**src/rtl/clkgen_pkg.sv**
```systemverilog
package clkgen_pkg;

    typedef enum logic [1:0] {
        SPD_SINGLE = 2'b00,
        SPD_DOUBLE = 2'b01,
        SPD_QUAD   = 2'b10,
        SPD_EXT    = 2'b11
    } speed_e;

    typedef struct packed {
        logic [1:0] mode;
        logic       pre;
    } cfg_t;

endpackage

```
**src/rtl/clkgen_prescale.sv**
```systemverilog
module clkgen_prescale #(
    parameter int PRE_CYC = 3,
    parameter int PH_W    = $clog2(2 * PRE_CYC)
) (
    input  logic            clk_i,
    input  logic            rst_ni,
    input  logic            clear_i,
    input  logic            pre_i,
    output logic [PH_W-1:0] ph_n_o,
    output logic            wrap_o
);
    localparam logic [PH_W-1:0] LAST_LO = PH_W'(PRE_CYC - 1);
    localparam logic [PH_W-1:0] LAST_HI = PH_W'(2 * PRE_CYC - 1);

    typedef struct packed {
        logic [PH_W-1:0] ph;
    } ps_st_t;

    ps_st_t st_d, st_q;
    logic [PH_W-1:0] last;

    always_comb begin
        last   = pre_i ? LAST_HI : LAST_LO;
        st_d   = st_q;
        wrap_o = 1'b0;
        if (clear_i) begin
            st_d.ph = '0;
        end else if (st_q.ph >= last) begin
            st_d.ph = '0;
            wrap_o  = 1'b1;
        end else begin
            st_d.ph = st_q.ph + 1'b1;
        end
        ph_n_o = st_d.ph;
    end

    always_ff @(posedge clk_i) begin
        if (!rst_ni) st_q <= '0;
        else         st_q <= st_d;
    end
endmodule

```
**src/rtl/clkgen_tick_ctr.sv**
```systemverilog
module clkgen_tick_ctr #(
    parameter int FRAME_BITS = 64,
    parameter int BASE_TPB   = 4,
    parameter int TK_W       = $clog2(FRAME_BITS * BASE_TPB)
) (
    input  logic            clk_i,
    input  logic            rst_ni,
    input  logic            clear_i,
    input  logic            adv_i,
    input  logic [1:0]      mode_i,
    output logic [TK_W-1:0] tk_n_o
);
    import clkgen_pkg::*;

    localparam logic [TK_W-1:0] LIM_S = TK_W'(FRAME_BITS * BASE_TPB - 1);
    localparam logic [TK_W-1:0] LIM_D = TK_W'(FRAME_BITS * BASE_TPB / 2 - 1);
    localparam logic [TK_W-1:0] LIM_Q = TK_W'(FRAME_BITS * BASE_TPB / 4 - 1);

    typedef struct packed {
        logic [TK_W-1:0] tk;
    } tk_st_t;

    tk_st_t st_d, st_q;
    logic [TK_W-1:0] lim;

    always_comb begin
        unique case (speed_e'(mode_i))
            SPD_SINGLE: lim = LIM_S;
            SPD_DOUBLE: lim = LIM_D;
            default:    lim = LIM_Q;
        endcase
        st_d = st_q;
        if (clear_i) begin
            st_d.tk = '0;
        end else if (adv_i) begin
            st_d.tk = (st_q.tk >= lim) ? '0 : st_q.tk + 1'b1;
        end
        tk_n_o = st_d.tk;
    end

    always_ff @(posedge clk_i) begin
        if (!rst_ni) st_q <= '0;
        else         st_q <= st_d;
    end
endmodule

```
**src/rtl/clkgen_decode.sv**
```systemverilog
module clkgen_decode #(
    parameter int FRAME_BITS = 64,
    parameter int BASE_TPB   = 4,
    parameter int PRE_CYC    = 3,
    parameter int PH_W       = $clog2(2 * PRE_CYC),
    parameter int TK_W       = $clog2(FRAME_BITS * BASE_TPB)
) (
    input  logic            clk_i,
    input  logic            rst_ni,
    input  logic [PH_W-1:0] ph_n_i,
    input  logic [TK_W-1:0] tk_n_i,
    input  logic [1:0]      mode_i,
    input  logic            pre_i,
    input  logic            ext_i,
    output logic            word_clk_o,
    output logic            bit_clk_o,
    output logic            frame_stb_o
);
    localparam int TPB_LG = $clog2(BASE_TPB);
    localparam int FB_LG  = $clog2(FRAME_BITS);
    // quad speed: high for the last third of one prescaled step
    localparam logic [PH_W-1:0] THR_LO = PH_W'(PRE_CYC - PRE_CYC / 3);
    localparam logic [PH_W-1:0] THR_HI = PH_W'(2 * PRE_CYC - (2 * PRE_CYC) / 3);

    typedef struct packed {
        logic word;
        logic bitc;
        logic stb;
    } out_t;

    out_t out_d, out_q;
    int sh_amt;
    logic [TK_W-1:0] bit_pos;
    logic [TK_W-1:0] half_pos;

    always_comb begin
        sh_amt = TPB_LG - int'(mode_i);
        if (sh_amt < 0) sh_amt = 0;
        bit_pos  = tk_n_i >> sh_amt;
        half_pos = tk_n_i >> ((sh_amt > 0) ? sh_amt - 1 : 0);
        out_d.word = bit_pos[FB_LG-1];
        if (sh_amt > 0) out_d.bitc = half_pos[0];
        else            out_d.bitc = (ph_n_i >= (pre_i ? THR_HI : THR_LO));
        out_d.stb = (tk_n_i == '0) && (ph_n_i == '0);
        if (ext_i) out_d = '0;
    end

    always_ff @(posedge clk_i) begin
        if (!rst_ni) out_q <= '0;
        else         out_q <= out_d;
    end

    assign word_clk_o  = out_q.word;
    assign bit_clk_o   = out_q.bitc;
    assign frame_stb_o = out_q.stb;
endmodule

```
**src/rtl/audio_clkgen.sv**
```systemverilog
module audio_clkgen #(
    parameter int FRAME_BITS = 64,
    parameter int BASE_TPB   = 4,
    parameter int PRE_CYC    = 3
) (
    input  logic       clk_i,
    input  logic       rst_ni,
    input  logic [1:0] mode_i,
    input  logic       pre_div3_i,
    output logic       word_clk_o,
    output logic       bit_clk_o,
    output logic       frame_stb_o
);
    import clkgen_pkg::*;

    localparam int PH_W = $clog2(2 * PRE_CYC);
    localparam int TK_W = $clog2(FRAME_BITS * BASE_TPB);

    typedef struct packed {
        cfg_t cfg;
        logic restart;
    } top_st_t;

    top_st_t st_d, st_q;
    cfg_t cfg_now;
    logic is_ext, clear;
    logic [PH_W-1:0] ph_n;
    logic [TK_W-1:0] tk_n;
    logic wrap;

    always_comb begin
        cfg_now.mode = mode_i;
        cfg_now.pre  = pre_div3_i;
        is_ext = (speed_e'(mode_i) == SPD_EXT);
        clear  = st_q.restart || (cfg_now != st_q.cfg) || is_ext;
        st_d.cfg     = cfg_now;
        st_d.restart = 1'b0;
    end

    always_ff @(posedge clk_i) begin
        if (!rst_ni) begin
            st_q.cfg     <= '0;
            st_q.restart <= 1'b1;
        end else begin
            st_q <= st_d;
        end
    end

    clkgen_prescale #(.PRE_CYC(PRE_CYC), .PH_W(PH_W)) pre_i (
        .clk_i(clk_i), .rst_ni(rst_ni), .clear_i(clear),
        .pre_i(pre_div3_i), .ph_n_o(ph_n), .wrap_o(wrap)
    );

    clkgen_tick_ctr #(.FRAME_BITS(FRAME_BITS), .BASE_TPB(BASE_TPB), .TK_W(TK_W)) tick_i (
        .clk_i(clk_i), .rst_ni(rst_ni), .clear_i(clear),
        .adv_i(wrap), .mode_i(mode_i), .tk_n_o(tk_n)
    );

    clkgen_decode #(.FRAME_BITS(FRAME_BITS), .BASE_TPB(BASE_TPB), .PRE_CYC(PRE_CYC),
                    .PH_W(PH_W), .TK_W(TK_W)) dec_i (
        .clk_i(clk_i), .rst_ni(rst_ni), .ph_n_i(ph_n), .tk_n_i(tk_n),
        .mode_i(mode_i), .pre_i(pre_div3_i), .ext_i(is_ext),
        .word_clk_o(word_clk_o), .bit_clk_o(bit_clk_o), .frame_stb_o(frame_stb_o)
    );
endmodule

```
**config.mk**
```make
export PLATFORM = sky130hd
export DESIGN_NAME = audio_clkgen
export DESIGN_NICKNAME = d
export VERILOG_FILES = /design/src/rtl/clkgen_pkg.sv /design/src/rtl/clkgen_prescale.sv /design/src/rtl/clkgen_tick_ctr.sv /design/src/rtl/clkgen_decode.sv /design/src/rtl/audio_clkgen.sv
export SDC_FILE = /design/constraint.sdc
export NUM_CORES = 1
export LEC_CHECK = 0
export ABC_AREA = 1
export ABC_CLOCK_PERIOD_IN_PS = 6240
export BUFFER_PORTS_ARGS = -buffer_cell sky130_fd_sc_hd__buf_4
export CAP_MARGIN = 15
export CORE_ASPECT_RATIO = 0.7
export CORE_MARGIN = 2
export CORE_UTILIZATION = 45
export CTS_CLUSTER_SIZE = 25
export DETAILED_ROUTE_END_ITERATION = 7
export GPL_ROUTABILITY_DRIVEN = 1
export PLACE_DENSITY_LB_ADDON = 0.08
export SLEW_MARGIN = 20
export SYNTH_ARGS = -nofsm -noshare
export SYNTH_HDL_FRONTEND = slang
export SYNTH_SLANG_ARGS = --single-unit
```
**constraint.sdc**
```tcl
create_clock -name clk_i -period 6.24 [get_ports clk_i]
set_input_delay 1.56 -clock clk_i [delete_from_list [all_inputs] [get_ports clk_i]]
set_output_delay 1.56 -clock clk_i [all_outputs]
set_load 0.02 [all_outputs]
```
Yosys cells after proc, flatten, opt, wreduce, memory -nomap -nowiden
Cells that the tools add are included.
- mux-type cells: 14
- equal/unequal tests: 3
- shift operators: 2
- $mul: 0
- divide/modulo/power cells: 0
- bitwise logic cells: 1
- reductions and logical operators: 7
- magnitude comparators: 5
- add/sub/neg operators: 4
- operators with widths (operator ; count):
    $mux W32 ; 2
    $gt A32 B1 Y1 const B ; 1
    $lt A32 B1 Y1 const B ; 1
    $shr A8 B32 Y1 ; 1
    $shr A8 B32 Y6 ; 1
    $sub A32 B2 Y32 const B ; 1
    $mux W8 ; 3
    $pmux W8 S2 ; 1
    $mux W3 ; 4
    $add A8 B1 Y8 const B ; 1
    $ge A8 B8 Y1 ; 1
    $logic_not A8 Y1 ; 1
    $ge A3 B3 Y1 ; 2
    $mux W1 ; 4
    $add A3 B1 Y3 const B ; 1
    $logic_not A3 Y1 ; 1
    $ne A3 B3 Y1 ; 1
    $sub A2 B2 Y3 const A ; 1
    $eq A2 B1 Y1 const B ; 1
    $eq A2 B2 Y1 const B ; 1
    $logic_not A2 Y1 ; 1
    $logic_or A1 B1 Y1 ; 2
    $reduce_or A2 Y1 ; 1
    $logic_and A1 B1 Y1 ; 1
    $not A1 Y1 ; 1
- register bits after elaboration: 18
- bits in latches: 0
- bits of input ports: 5
- RAM bits: 0
- output and inout port bits: 3
- memories: 0
- word-level logic and storage cells: 44
- memory bits (read-only): 0

Longest topological paths before layout
- depth in word-level cells: 8
- depth in mapped cells: 16
- gate-level depth less buffers: 15

Modules after synthesis
From an unflattened synthesis, not the netlist that was laid out.
- cell total of the unflattened synthesis: 181
- area, all modules: 1196.1 um2
- by module, submodules not included (module ; instances ; seq. area each (um2) ; cells an instance ; area an instance (um2)):
    clkgen_tick_ctr ; 1 ; 160.2 ; 78 ; 548.0
    clkgen_prescale ; 1 ; 60.1 ; 32 ; 232.7
    clkgen_decode ; 1 ; 60.1 ; 38 ; 226.5
    audio_clkgen ; 1 ; 80.1 ; 33 ; 188.9

Worst setup path before layout
OpenSTA, ideal clock, no wires.
- kind: input to register
- from: in pre_div3_i
- to: reg dec_i.out_q (netlist bit dec_i.bit_clk_o)
- library setup time: 111 ps
- path buffers: 0
- data arrival time: 3113 ps
- data required time: 6129 ps
- stages on the path: 12
- path slack: 3016 ps
- path through: inv_1 ha_1 a21oi_1 nand3_2 inv_2 nand3_2 inv_1 ha_1 a21oi_1 a21oi_1 nor2_1 nor2_1
- elaborated cells on any way between the ends: 15
- those cells by class: order compare (2); eq/ne (1); shift (1); mux (9); reduce/logical (2)
- RTL lines (what ; line ; text):
    from (decl) ; audio_clkgen.sv:9 ; input logic pre_div3_i,
    $mux W3 / $ne A3 B3 Y1 (equally long branches) ; clkgen_prescale.sv:23, audio_clkgen.sv:35 ;
    $ge A3 B3 Y1 / $logic_or A1 B1 Y1 (equally long branches) ; clkgen_prescale.sv:28, audio_clkgen.sv:35 ;
    $mux W3 / $logic_or A1 B1 Y1 (equally long branches) ; clkgen_prescale.sv:28, audio_clkgen.sv:35 ;
    $mux W3 * ; clkgen_prescale.sv:26 ; if (clear_i) begin
    via dec_i.ph_n_i[2] ; clkgen_decode.sv:10 ; input logic [PH_W-1:0] ph_n_i,
    $ge A3 B3 Y1 * ; clkgen_decode.sv:43 ; else out_d.bitc = (ph_n_i >= (pre_i ? THR_HI : THR_LO));
    $mux W1 * ; clkgen_decode.sv:42 ; if (sh_amt > 0) out_d.bitc = half_pos[0];
    to (signal assigned) ; clkgen_decode.sv:50 ; else out_q <= out_d;
    to (decl) ; clkgen_decode.sv:31 ; out_t out_d, out_q;
The timed path passes the listed nets; every way through them passes the cells marked *.
A chain may end at the register's enable or synchronous reset.

Final worst setup path
Ends and elaborated chain as after synthesis.

==> impl_metrics.ini <==
[floorplan]
core_area_um2 = 2760
rows = 16
dieWidth_um = 68.2
initial_utilization_pct = 46.9
die_h_um = 48.9
die-area_um2 = 3330
ios = 8

[clocking]
post-cts-setup-buffer-count = 0
clock-sinks = 18
cts_tree = yes
cts_max_level = 1
clkLatencyLatePin_ns = 0.25
hold_buffers = 0
cts_resized = 0
cts_root_buffer = clkbuf_8
cts_buffers = 3
clk_pin_slew_ns = 0.07
clk_path_buf_depth = 2

[synth]
ys_ff_latch = 18
synth_top_area_share_pct = 27.8
synth_edf_count = 0
yosys_warnings = 0
seq_area_frac_synth_pct = 27.8
yosys-top-cells-area = dfxtp_1 (28%), nand2_1 (14%), ha_1 (8.7%)
avgSynthCellArea_um2 = 6.58
ys_types = 21
synthTopCellsByCount = nand2_1 (50), inv_1 (25), nor2_1 (23), dfxtp_1 (18), nand3_1 (18)
synth.largest_area_cell = dfxtp_1
synthFlopType = dfxtp_1
yosys.cell_count.top_type = nand2_1
syn_nets = 211
synth_cells = 197
syn_area_um2 = 1300
async_reset_ff_share_pct = 0

[sta]
worst_pin_slew_ns = 0.406
rsz0062_at_grt = no
drv_slew = 0
clock_skew_ns = 0.00242
period_minus_slack_ns = 3.33
min_period_over_period_pct = 53.3
relSlewSlack_pct = 72.9
fin_tns_setup_ns = 0
setup_viol = 0
max_freq_mhz = 300
hold_violations = 0
holdWs_ns = 0.588

[global_routing]
grt_pass1_wl_mm = 4.88
grt_max_degree = 14
grt_usage_pct = 19.3
grt_antenna_before_repair = 0
grt_pass1_vias = 1141
grt-ovfl-total = 0

[routing]
firstDrtPassIters = 4
via_per_inst = 4.86
drc = 0
drtIter0Drc = 53
vias = 1162
routedWlPerCell_um = 11.1
routed_wl_mm = 2.66
ant_nets = 0

[critical_path]
crit_top_cell = a21oi_1
crit_type = input port to flop
r2r_slack_ns = 4.13
r2r_cells = 11
r2r-start = pre_i.st_q[2]
crit_path_cell_trace = buf_4, inv_1, ha_1, a21oi_1, nand3_2, inv_2, nand3_2, inv_1, ha_1, a21oi_1, a21oi_1, nor2_1, nor2_1
slowest_delay_ns = 0.28
cp_slowest_cell = ha_1
cp.required_ns = 6.39
crit_path_max_fanout = 7
worstReg2RegEnd = dec_i.bit_clk_o
setup.worst_path.start_class = input port
critPathCaptureType = flop
crit_arrival_ns = 3.48

[cells_and_area]
final_nets = 219
fillers = 273
n_antenna_cell = 0
design_area_um2 = 1410
area_growth_pct = 8.40
drive_above_1_share_pct = 20.7

[worst_hold_path]
min_path_cells = 3
worstHoldPathType = flop to flop
whs_endpoint = pre_i.st_q[0]
worstHoldStart = pre_i.st_q[0]

[placed_design]
placed_area_um2 = 1360
io_buffers = 7
dp_hpwl_mm = 2.21
gp_congestion = 0.907

[power_and_ir_drop]
p_total_uw = 230
swShare_pct = 25.9
pwr-share-clk_pct = 35.0
p_sw_uw = 59.6
pwr-share-seq_pct = 51.6
peakVddDrop_v = 0.0000749
power.leakage_nw = 0.711
combinationalPowerShare_pct = 13.5
internal_power_uw = 171
powerDensity_nw_per_um2 = 164

[flow_run]
max_cap_viol_count = 0

[status]
status = completed
-- per-layer routing --
metal / track usage (%) / vias up / wire, µm
li1: - / 633 / -
met1: 28.5 / 506 / 1490
met2: 27.3 / 19 / 1050
met3: 5.08 / 4 / 97
met4: 5.00 / 0 / 26
met5: 0 / - / 0
-- kinds of logic after synthesis --
family          share of synthesized area (%)
fa+ha+maj                                8.69
buf+inv                                  11.4
simple gates                             45.9
xor+xnor                                 1.35
compound gates                           4.83
flops                                    27.8
-- sequential cells by signal, indices dropped and copies added (netlist names) --
register	flops
pre_i.st_q	3
dec_i.bit_clk_o	1
dec_i.word_clk_o	1
st_q	4
dec_i.frame_stb_o	1
tick_i.st_q	8
-- stage by stage --
stage	cells	utilization [%]	setup slack, ns
5_1_grt	239	50.9	2.65
3_5_place_dp	236	49.4	2.65
6_report	239	50.9	2.91
2_1_floorplan	197	-	3.02
3_3_place_gp	236	49.4	2.77
4_1_cts	239	50.9	2.91
-- worst max-delay path: cells and delay by family --
family / cells / cell delay, ns
buffers and inverters: 4 / 0.54
adders and majority gates: 2 / 0.52
AOI/OAI and AO/OA: 3 / 0.43
and+or+nand+nor: 4 / 0.42
-- worst max-delay path by stage --
stage | start | end | slack [ns] | cells after the start
floorplan | pre_div3_i | dec_i.bit_clk_o | 3.02 | 12
global placement | pre_div3_i | dec_i.bit_clk_o | 2.77 | 13
detailed placement | pre_div3_i | dec_i.bit_clk_o | 2.65 | 13
CTS | pre_div3_i | dec_i.bit_clk_o | 2.91 | 13
global route | pre_div3_i | dec_i.bit_clk_o | 2.65 | 13
finish | pre_div3_i | dec_i.bit_clk_o | 2.91 | 13
-- placed cells by master, fill, tap and decap left out, drive strengths merged --
master	synthesis	final
nand4	5	5
clkbuf	2	3
o21ai	3	3
nand2	63	63
dfxtp	18	18
xor2	2	2
nor2	30	30
nor3	2	2
buf	2	7
ha	9	9
inv	30	30
a21oi	8	8
nand3	23	23
-- layout make-up --
cell class,instances,area (µm²),area share (%)
repair buffers,7,52.6,3.74
inverters,30,118,8.37
flip-flops and latches,18,360,25.6
well taps,36,45.0,3.21
multi-input cells,145,788,56.1
clock buffers,3,41.3,2.94
-- power by group through the flow --
stage / sequential [mW] / combinational (mW) / clock (mW)
finish: 0.119 / 0.0310 / 0.0805
global route: 0.119 / 0.0361 / 0.0863
floorplan: 0.122 / 0.0230 / 0
detailed placement: 0.121 / 0.0313 / 0
CTS: 0.119 / 0.0313 / 0.0836
global placement: 0.121 / 0.0305 / 0
Power figures use the tool's default switching activity.
